### src/rtl/blk_chain_pkg.sv
package blk_chain_pkg;

    localparam int BLK_W       = 128;
    localparam int MODE_N      = 5;
    localparam int RND_W       = 4;
    localparam int KS_W        = 2;
    localparam int CW_W        = 20;
    localparam int CW_RND_LSB  = 0;
    localparam int CW_MODE_LSB = CW_RND_LSB + RND_W;
    localparam int CW_DEC_BIT  = CW_MODE_LSB + MODE_N;
    localparam int CW_KS_LSB   = CW_DEC_BIT + 1;
    localparam int CW_RSV_LSB  = CW_KS_LSB + KS_W;

    localparam int M_ECB = 0;
    localparam int M_CBC = 1;
    localparam int M_CFB = 2;
    localparam int M_OFB = 3;
    localparam int M_CTR = 4;

    localparam logic [KS_W-1:0] KS_RESERVED = 2'b11;

    typedef struct packed {
        logic [MODE_N-1:0] mode_oh;
        logic              decrypt;
        logic [KS_W-1:0]   key_size;
        logic [RND_W-1:0]  rounds;
    } cfg_t;

    typedef enum logic [2:0] {
        ST_IDLE,
        ST_TAKE,
        ST_SEND,
        ST_WAIT,
        ST_EMIT
    } seq_state_e;

    function automatic logic exactly_one(input logic [MODE_N-1:0] v);
        int n;
        n = 0;
        for (int i = 0; i < MODE_N; i++) begin
            n = n + int'(v[i]);
        end
        return n == 1;
    endfunction

    // Block handed to the core for mode m
    function automatic logic [BLK_W-1:0] step_core_in(
        input int m, input logic dec,
        input logic [BLK_W-1:0] chain, input logic [BLK_W-1:0] din);
        case (m)
            M_ECB:   return din;
            M_CBC:   return dec ? din : (din ^ chain);
            default: return chain;
        endcase
    endfunction

    // Result block for mode m
    function automatic logic [BLK_W-1:0] step_result(
        input int m, input logic dec, input logic [BLK_W-1:0] chain,
        input logic [BLK_W-1:0] din, input logic [BLK_W-1:0] core);
        case (m)
            M_ECB:   return core;
            M_CBC:   return dec ? (core ^ chain) : core;
            default: return din ^ core;
        endcase
    endfunction

    // Chaining value after the block for mode m
    function automatic logic [BLK_W-1:0] step_chain(
        input int m, input logic dec, input logic [BLK_W-1:0] chain,
        input logic [BLK_W-1:0] din, input logic [BLK_W-1:0] core);
        case (m)
            M_ECB:   return chain;
            M_CBC:   return dec ? din : core;
            M_CFB:   return dec ? din : (din ^ core);
            M_OFB:   return core;
            default: return chain + {{(BLK_W-1){1'b0}}, 1'b1};
        endcase
    endfunction

endpackage

### src/rtl/cw_check.sv
module cw_check
    import blk_chain_pkg::*;
(
    input  logic [CW_W-1:0] cw,
    output cfg_t            cfg,
    output logic            legal
);
    logic [MODE_N-1:0] mode_f;
    logic [KS_W-1:0]   ks_f;
    logic              mode_ok;
    logic              ks_ok;
    logic              rsv_ok;

    assign mode_f  = cw[CW_MODE_LSB +: MODE_N];
    assign ks_f    = cw[CW_KS_LSB +: KS_W];
    assign mode_ok = exactly_one(mode_f);
    assign ks_ok   = (ks_f != KS_RESERVED);
    assign rsv_ok  = ~|cw[CW_W-1:CW_RSV_LSB];
    assign legal   = mode_ok && ks_ok && rsv_ok;

    always_comb begin
        cfg.mode_oh  = mode_f;
        cfg.decrypt  = cw[CW_DEC_BIT];
        cfg.key_size = ks_f;
        cfg.rounds   = cw[CW_RND_LSB +: RND_W];
    end

endmodule

### src/rtl/chain_step.sv
module chain_step
    import blk_chain_pkg::*;
(
    input  logic [MODE_N-1:0] mode_oh,
    input  logic              decrypt,
    input  logic [BLK_W-1:0]  chain,
    input  logic [BLK_W-1:0]  din,
    input  logic [BLK_W-1:0]  core_out,
    output logic [BLK_W-1:0]  core_in,
    output logic              core_dec,
    output logic [BLK_W-1:0]  result,
    output logic [BLK_W-1:0]  chain_next
);
    logic [BLK_W-1:0] c_in  [MODE_N];
    logic [BLK_W-1:0] c_res [MODE_N];
    logic [BLK_W-1:0] c_nxt [MODE_N];

    for (genvar i = 0; i < MODE_N; i++) begin : g_mode
        assign c_in[i]  = step_core_in(i, decrypt, chain, din) & {BLK_W{mode_oh[i]}};
        assign c_res[i] = step_result(i, decrypt, chain, din, core_out) & {BLK_W{mode_oh[i]}};
        assign c_nxt[i] = step_chain(i, decrypt, chain, din, core_out) & {BLK_W{mode_oh[i]}};
    end

    always_comb begin
        core_in    = '0;
        result     = '0;
        chain_next = '0;
        for (int i = 0; i < MODE_N; i++) begin
            core_in    = core_in | c_in[i];
            result     = result | c_res[i];
            chain_next = chain_next | c_nxt[i];
        end
    end

    // Feedback modes always run the core forward
    assign core_dec = decrypt & (mode_oh[M_ECB] | mode_oh[M_CBC]);

endmodule

### src/rtl/blk_chain_seq.sv
module blk_chain_seq
    import blk_chain_pkg::*;
#(
    parameter int CNT_W = 16
) (
    input  logic             clk,
    input  logic             rst,
    input  logic             start,
    input  logic [CW_W-1:0]  ctrl_word,
    input  logic [BLK_W-1:0] iv,
    input  logic [CNT_W-1:0] blk_count,
    input  logic             pause,
    input  logic             resume,
    input  logic             in_valid,
    output logic             in_ready,
    input  logic [BLK_W-1:0] in_data,
    output logic             out_valid,
    input  logic             out_ready,
    output logic [BLK_W-1:0] out_data,
    output logic             core_req_valid,
    input  logic             core_req_ready,
    output logic [BLK_W-1:0] core_req_data,
    output logic             core_req_decrypt,
    output logic [RND_W-1:0] core_req_rounds,
    output logic [KS_W-1:0]  core_req_keysize,
    input  logic             core_rsp_valid,
    input  logic [BLK_W-1:0] core_rsp_data,
    output logic             busy,
    output logic             done,
    output logic             cfg_err,
    output logic [CNT_W-1:0] blocks_left
);
    localparam logic [CNT_W-1:0] CNT_ONE = {{(CNT_W-1){1'b0}}, 1'b1};

    seq_state_e       state_q;
    cfg_t             cfg_q;
    cfg_t             cw_cfg;
    logic             cw_legal;
    logic [BLK_W-1:0] chain_q;
    logic [BLK_W-1:0] din_q;
    logic [BLK_W-1:0] dout_q;
    logic [CNT_W-1:0] cnt_q;
    logic             err_q;
    logic             done_q;
    logic             susp_q;
    logic [BLK_W-1:0] st_core_in;
    logic [BLK_W-1:0] st_result;
    logic [BLK_W-1:0] st_chain;
    logic             st_core_dec;

    cw_check u_cw (
        .cw    (ctrl_word),
        .cfg   (cw_cfg),
        .legal (cw_legal)
    );

    chain_step u_step (
        .mode_oh    (cfg_q.mode_oh),
        .decrypt    (cfg_q.decrypt),
        .chain      (chain_q),
        .din        (din_q),
        .core_out   (core_rsp_data),
        .core_in    (st_core_in),
        .core_dec   (st_core_dec),
        .result     (st_result),
        .chain_next (st_chain)
    );

    always_ff @(posedge clk) begin
        if (rst) begin
            state_q <= ST_IDLE;
            cfg_q   <= '0;
            chain_q <= '0;
            din_q   <= '0;
            dout_q  <= '0;
            cnt_q   <= '0;
            err_q   <= 1'b0;
            done_q  <= 1'b0;
            susp_q  <= 1'b0;
        end else begin
            done_q <= 1'b0;
            case (state_q)
                ST_IDLE: begin
                    if (start) begin
                        susp_q <= 1'b0;
                        if (!cw_legal) begin
                            err_q <= 1'b1;
                        end else begin
                            err_q   <= 1'b0;
                            cfg_q   <= cw_cfg;
                            chain_q <= iv;
                            cnt_q   <= blk_count;
                            if (blk_count == '0) begin
                                done_q <= 1'b1;
                            end else begin
                                state_q <= ST_TAKE;
                            end
                        end
                    end else if (resume && susp_q) begin
                        susp_q  <= 1'b0;
                        state_q <= ST_TAKE;
                    end
                end
                ST_TAKE: begin
                    if (pause) begin
                        susp_q  <= 1'b1;
                        state_q <= ST_IDLE;
                    end else if (in_valid) begin
                        din_q   <= in_data;
                        state_q <= ST_SEND;
                    end
                end
                ST_SEND: begin
                    if (core_req_ready) begin
                        state_q <= ST_WAIT;
                    end
                end
                ST_WAIT: begin
                    if (core_rsp_valid) begin
                        dout_q  <= st_result;
                        chain_q <= st_chain;
                        cnt_q   <= cnt_q - CNT_ONE;
                        state_q <= ST_EMIT;
                    end
                end
                ST_EMIT: begin
                    if (out_ready) begin
                        if (cnt_q == '0) begin
                            done_q  <= 1'b1;
                            state_q <= ST_IDLE;
                        end else begin
                            state_q <= ST_TAKE;
                        end
                    end
                end
                default: state_q <= ST_IDLE;
            endcase
        end
    end

    assign busy             = (state_q != ST_IDLE);
    assign in_ready         = (state_q == ST_TAKE) && !pause;
    assign out_valid        = (state_q == ST_EMIT);
    assign out_data         = dout_q;
    assign core_req_valid   = (state_q == ST_SEND);
    assign core_req_data    = st_core_in;
    assign core_req_decrypt = st_core_dec;
    assign core_req_rounds  = cfg_q.rounds;
    assign core_req_keysize = cfg_q.key_size;
    assign done             = done_q;
    assign cfg_err          = err_q;
    assign blocks_left      = cnt_q;

    AST_ERR_KEEPS_IDLE: assert property (@(posedge clk) disable iff (rst)
        cfg_err |-> !busy);
    AST_BUSY_MODE_ONEHOT: assert property (@(posedge clk) disable iff (rst)
        busy |-> ($countones(cfg_q.mode_oh) == 1));
    AST_CTR_STEP: assert property (@(posedge clk) disable iff (rst)
        (state_q == ST_WAIT && core_rsp_valid && cfg_q.mode_oh[M_CTR])
        |=> chain_q == $past(chain_q) + {{(BLK_W-1){1'b0}}, 1'b1});
    AST_CNT_STEP: assert property (@(posedge clk) disable iff (rst)
        (state_q == ST_WAIT && core_rsp_valid) |=> blocks_left == $past(blocks_left) - CNT_ONE);
    AST_DONE_IDLE: assert property (@(posedge clk) disable iff (rst)
        done |-> !busy);
    AST_PAUSE_NO_TAKE: assert property (@(posedge clk) disable iff (rst)
        pause |-> !in_ready);
    AST_REQ_STABLE: assert property (@(posedge clk) disable iff (rst)
        (core_req_valid && !core_req_ready) |=> core_req_valid && $stable(core_req_data));
    AST_OUT_STABLE: assert property (@(posedge clk) disable iff (rst)
        (out_valid && !out_ready) |=> out_valid && $stable(out_data));

endmodule

### config.mk
export PLATFORM = sky130hd
export DESIGN_NAME = blk_chain_seq
export DESIGN_NICKNAME = d
export VERILOG_FILES = /design/src/rtl/blk_chain_pkg.sv /design/src/rtl/cw_check.sv /design/src/rtl/chain_step.sv /design/src/rtl/blk_chain_seq.sv
export SDC_FILE = /design/constraint.sdc
export NUM_CORES = 2
export LEC_CHECK = 0
export BUFFER_PORTS_ARGS = -buffer_cell sky130_fd_sc_hd__buf_2
export CORE_MARGIN = 2
export CORE_UTILIZATION = 40
export DETAILED_ROUTE_END_ITERATION = 12
export GPL_ROUTABILITY_DRIVEN = 0
export GPL_TIMING_DRIVEN = 1
export PLACE_DENSITY = 0.65
export SLEW_MARGIN = 0
export SYNTH_ARGS = -nofsm -noshare
export SYNTH_HDL_FRONTEND = slang
export SYNTH_HIERARCHICAL = 1
export SYNTH_SLANG_ARGS = --single-unit
### constraint.sdc
create_clock -name clk -period 5.2 [get_ports clk]
set_input_delay 0.78 -clock clk [delete_from_list [all_inputs] [get_ports clk]]
set_output_delay 0.78 -clock clk [all_outputs]
set_load 0.02 [all_outputs]
## Word level (Yosys, flattened, before mapping)

Index checks and enable logic that the tools add are counted.

- Output and inout bits: 285
- Flip-flop bits (word level): 418
- Logic and storage cells: 121
- Bits of input ports: 429

- Equality and inequality tests: 16
- Bitwise gates (word level): 33
- Reduce and logical (&&, ||, !) cells: 20
- Add/sub/neg operators: 6
- Mux-type cells: 34

Operators by type and width:

| operator | count |
|---|---|
| $and 128x128->128 | 15 |
| $or 128x128->128 | 12 |
| $mux 128 | 7 |
| $xor 128x128->128 | 3 |
| $pmux 128 s2 | 1 |
| $add 128x1->128 const B | 1 |
| $add 32x2->32 | 3 |
| $mux 16 | 3 |
| $eq 32x2->1 const B | 1 |
| $logic_not 16->1 | 2 |
| $pmux 16 s2 | 1 |
| $mux 3 | 9 |
| $sub 16x1->16 const B | 1 |
| $pmux 3 s5 | 1 |
| $ne 3x3->1 const B | 4 |
| $mux 1 | 10 |
| $ne 2x2->1 const B | 5 |
| $reduce_and 3->1 | 3 |
| $reduce_or 8->1 | 1 |
| $reduce_and 7->1 | 1 |
| $eq 3x2->1 const B | 2 |
| $logic_and 1x1->1 | 4 |
| $ne 2x1->1 const B | 2 |
| $pmux 1 s2 | 2 |
| 12 further kinds | 15 |

## Longest topological paths before layout

- Depth in word-level cells: 10
- Mapped depth: 15
- Mapped depth without buffers: 13

## Cells and area by module

Netlist, hierarchy kept.

Modules (own cells, without submodules):

| module | instances | cells an instance | area each (µm²) | seq. area each (µm²) |
|---|---|---|---|---|
| chain_step | 1 | 3401 | 18521.5 | 0.0 |
| blk_chain_seq | 1 | 2076 | 16041.6 | 8368.0 |
| cw_check | 1 | 26 | 206.4 | 0.0 |

## Least setup slack after synthesis

OpenSTA, ideal clock, no wires.

- Kind: input port to flip-flop
- Start: input ctrl_word[4]
- End: register cnt_q[5], in the netlist blocks_left[5]
- Stages: 15
- Slack: 1318 ps
- Arrival: 3755 ps
- Path buffers: 2
- Setup time: 128 ps
- Data required time: 5072 ps
- Cells stage by stage: ha_1 > inv_1 > fa_1 > inv_1 > ha_1 > fa_1 > nor4_1 > and4_1 > nand4bb_1 > a21oi_1 > clkbuf_1 > buf_2 > nand2_1 > a22oi_1 > nor2_1

- Longest elaborated chain between the ends: 9

RTL lines:

| item | line | text |
|---|---|---|
| from (decl) | blk_chain_seq.sv:9 | `input logic [CW_W-1:0] ctrl_word,` |
| $add 1x1->2 | blk_chain_pkg.sv:41 | `n = n + int'(v[i]);` |
| $add 32x2->32 (3 in series) | blk_chain_pkg.sv:41 |  |
| $eq 32x2->1 | blk_chain_pkg.sv:43 | `return n == 1;` |
| $logic_and 1x1->1 (2 in series) | cw_check.sv:19 | `assign legal = mode_ok && ks_ok && rsv_ok;` |
| named net cw_legal | blk_chain_seq.sv:38 | `logic cw_legal;` |
| $ne 2x2->1 (no source line) | - |  |
| $reduce_and 4->1 (no source line) | - |  |
| to (signal assigned) | blk_chain_seq.sv:92 | `cnt_q <= blk_count;` |
| to (signal assigned) | blk_chain_seq.sv:122 | `cnt_q <= cnt_q - CNT_ONE;` |
| to (decl) | blk_chain_seq.sv:42 | `logic [CNT_W-1:0] cnt_q;` |

The timed path passes the listed nets, and every way through them passes these cells.
A chain may end at the register's enable or synchronous reset.

## Final worst setup path

- Start: register cfg_q[6] in the netlist's numbering
- End: output core_req_data[48]

- Longest elaborated chain between the ends: 6

RTL lines:

| item | line | text |
|---|---|---|
| from (decl) | blk_chain_seq.sv:36 | `cfg_t cfg_q;` |
| from (signal assigned) | blk_chain_seq.sv:90 | `cfg_q <= cw_cfg;` |
| $mux 128 | blk_chain_pkg.sv:52 | `M_CBC: return dec ? din : (din ^ chain);` |
| $and 128x128->128 | chain_step.sv:19 | `assign c_in[i] = step_core_in(i, decrypt, chain, din) & {BLK_W{mode_oh[i]}};` |
| $or 128x128->128 (4 in series) | chain_step.sv:29 | `core_in = core_in \| c_in[i];` |
| to (decl) | blk_chain_seq.sv:22 | `output logic [BLK_W-1:0] core_req_data,` |

No other way between the ends.

==> results.txt <==
* Number of antenna violations at the first check in global routing: 34
- Final routed DRC violation total: 0
- DRT Wirelength: 159.3 mm
- Count of antenna-violating nets left after detailed routing: 0
- After clock tree synthesis, the setup repair step added 0 buffers.
* CTS Sinks: 418
- Critical-path maximum fanout: 84
- Worst slack on hold paths: 393.7 ps
- Critical Path AT: 3320 ps
- Reg-to-reg startpoint: chain_q[0]
* Overall die height: 298.8 um
* Number of standard cells after synthesis: 5503
- Count of hold buffers inserted by post-cts repair: 0
- Proportion of synthesized flip-flops having asynchronous set or reset: 0
- Of the cells placed in the final design, the portion with a size suffix greater than 1 is 0.1664.
- The clock reaches the later pin of the worst-skew pair after 620 ps.
- DIE AREA: 89300 sq um
* Clock slew at reported path FFs: 70 ps
- Using the TritonRoute via totals, the vias-per-cell ratio works out to 6.130.
- Relative to the synthesized area, the layout overhead comes to 15.35%.
- The floorplan has 108 rows.
- Setup TNS: 0 ps
* Final Cycle Share: 0.7892
- Destination of the critical timing path: core_req_data[48]
- After layout, the worst setup slack is 1096 ps.
- Post-detail-place hpwl: 109.9 mm
* RSZ-0062 raised after global routing: false
* Critical Path End Type: output pin
* Total Routing Usage GR: 0.3346
- In the final routed layout, each cell accounts on average for 22.73 um.
- Of the synthesized area, sequential elements account for 0.2407.
- Number of buffers added by the clock tree synthesis step: 53
- Commonest cells post-synth: nand2_1, o21ai_0, a21oi_1
- Register bit count reported by yosys: 418
- Number of buffers on the longest clock path: 3
- Min Clock Period, post-route: 4104 ps
* Starting density of the core: 0.4020
* Setup clock skew after layout: 13.43 ps
* Syn nets: 5938
- Dominant register cell in the synthesized netlist: dfxtp_1
- Depth of the CTS H-tree: 2
- Total power for the finished layout comes to 7757 uW.
* Slack of the worst reg-to-reg path: 1140 ps
- Max-capacitance violation count: 0
- Largest net degree at the start of global routing: 213
* IO Count: 714
- Class of the tightest hold or removal check: in2reg
- WS Path Type: reg2out
- Mean area per synthesized cell: 6.318 sq um
* Launching instance or port of the critical path: cfg_q[6]
* PostCTS Resize Cnt: 0
* Dominant cell by count in the synthesized netlist: nand2_1
- Worst r2r dst: chain_q[98]
- Number of enable flip-flop cells after synthesis: 0
* DR vias: 42945
* Remaining global-route overflow: 0
- The share of synthesized area in the top cell type comes to 0.2407.
- In this run, the number of DRC markers left after iteration 0 of detailed routing was 5283.
- Timing analysis after detailed placement gives a worst setup slack of 722.2 ps.
* Slew @ Worst Pin: 1184 ps
- Cell at the root of the clock tree: clkbuf_16
- The largest total area in the synthesized netlist belongs to dfxtp_1.
- Leakage Power: 0.01499 uW
- The run finished with clean final reports.
* Floorplan Core Area: 86480 sq um
- The count of buffers added on input and output ports is 713.
- Summing every instance area after synthesis gives 34770 sq um.
- Max-slew headroom: 0.2110
- Finished Core Util: 0.4638
- Total number of nets in the final design: 6224
* Ranking of synthesized cells by area: dfxtp_1, nand2_1, o21ai_0
- The final hold violation count came to 0.
- Counting cells, the worst reg-to-reg path comes to 9.
- Setup violators final: 0
- The first global-routing pass estimated 237.3 mm of wire.
- In this run the most critical hold path is launched from in_data[40].
* Die W: 298.8 um
- VDD sags by at most 0.2266 mV.
- Power density normalized to cell area: 193.4 nW/um^2
* Initial DRT Pass Iterations: 8
- CTS tree: done
- Final Slew Violations: 0
- Number of global-route vias before repair: 38422
- The number of different library cells used by synthesis comes to 79.
- Number of warnings issued by yosys: 6
- WP data required: 4420 ps
* Max frequency: 243.7 MHz
- STA classifies the critical path startpoint as a flip-flop.
==> power breakdown <==
part / switching [uW] / leakage, uW / internal, uW
sequential: 72.9 / 0.00337 / 3230
combinational: 384 / 0.0108 / 245
clock: 1620 / 0.000846 / 2200
==> cells in the final DEF, fill, tap and decap left out, drive strengths merged, types with 27 or more instances in the layout <==
cell       n
nand4    101
nor3      99
o211ai   127
nor2     405
a22oi     51
inv       39
nand3    158
a311oi   128
nand2b    29
o21ai    532
a21oi    421
a21boi   108
a21o      84
a32oi     44
nand2   1617
o221ai    42
clkbuf    70
xnor2    204
buf      794
a221oi    27
dfxtp    418
nor4      74
==> state kept, by name, summed over array words and instances, names as in the netlist <==
name	cells
blocks_left	16
cfg_err	1
cfg_q	6
chain_q	128
core_req_keysize	2
core_req_rounds	4
din_q	128
done	1
out_data	128
state_q	3
susp_q	1
==> through the flow <==
stage / std cells / instance area [sq um]
finish: 7006 / 40110
global route: 7002 / 40100
CTS: 6984 / 40050
detailed placement: 6889 / 38310
global placement: 6889 / 38310
floorplan: 5503 / 34770
==> how the worst min path moves through the flow <==
stage / end / slack, ps / cells after the start
6_report: din_q[40] / 390 / 3
5_1_grt: din_q[42] / 380 / 3
4_1_cts: cfg_q[6] / 360 / 3
3_5_place_dp: out_data[102] / 440 / 2
3_3_place_gp: out_data[127] / 440 / 2
2_1_floorplan: cfg_q[11] / 440 / 2
==> cells by family (layout without fill, tap and decap cells) <==
logic type	after synthesis	after routing	share of synthesized area
adder cells (fa/ha/maj)	6	6	0.002591
XOR/XNOR	219	219	0.05517
multiplexers	4	4	0.001152
flip-flops	418	418	0.2407
AO/OA/AOI/OAI	1681	1681	0.3070
buffers and inverters	599	925	0.07262
other	0	22	0
AND/OR/NAND/NOR	2576	2576	0.3208
==> cell type report <==
type / count / area [sq um]
Inverter: 36 / 145.1
Sequential cell: 418 / 8388
Antenna cell: 22 / 55.05
Fill cell: 9137 / 46380
Tap cell: 1155 / 1445
Multi-Input combinational cell: 4486 / 23950
Clock buffer: 70 / 1480
Timing Repair Buffer: 794 / 4387
Clock inverter: 25 / 259.0
==> critical path, stage by stage, from the launching register on <==
cell and delay [ps]:
dfxtp_4 410, inv_8 330, nand2_4 700, buf_4 540, o21ai_0 210, nand2_1 70, nand2_1 170, buf_2 200
==> routing by layer <==
layer  global-route usage  share of wire
met5                    0        0.00083
met4               0.1710          0.054
met3              0.06310          0.092
met2               0.5228           0.45
met1               0.4393           0.41
No activity file was read; power rests on OpenSTA's default activity.
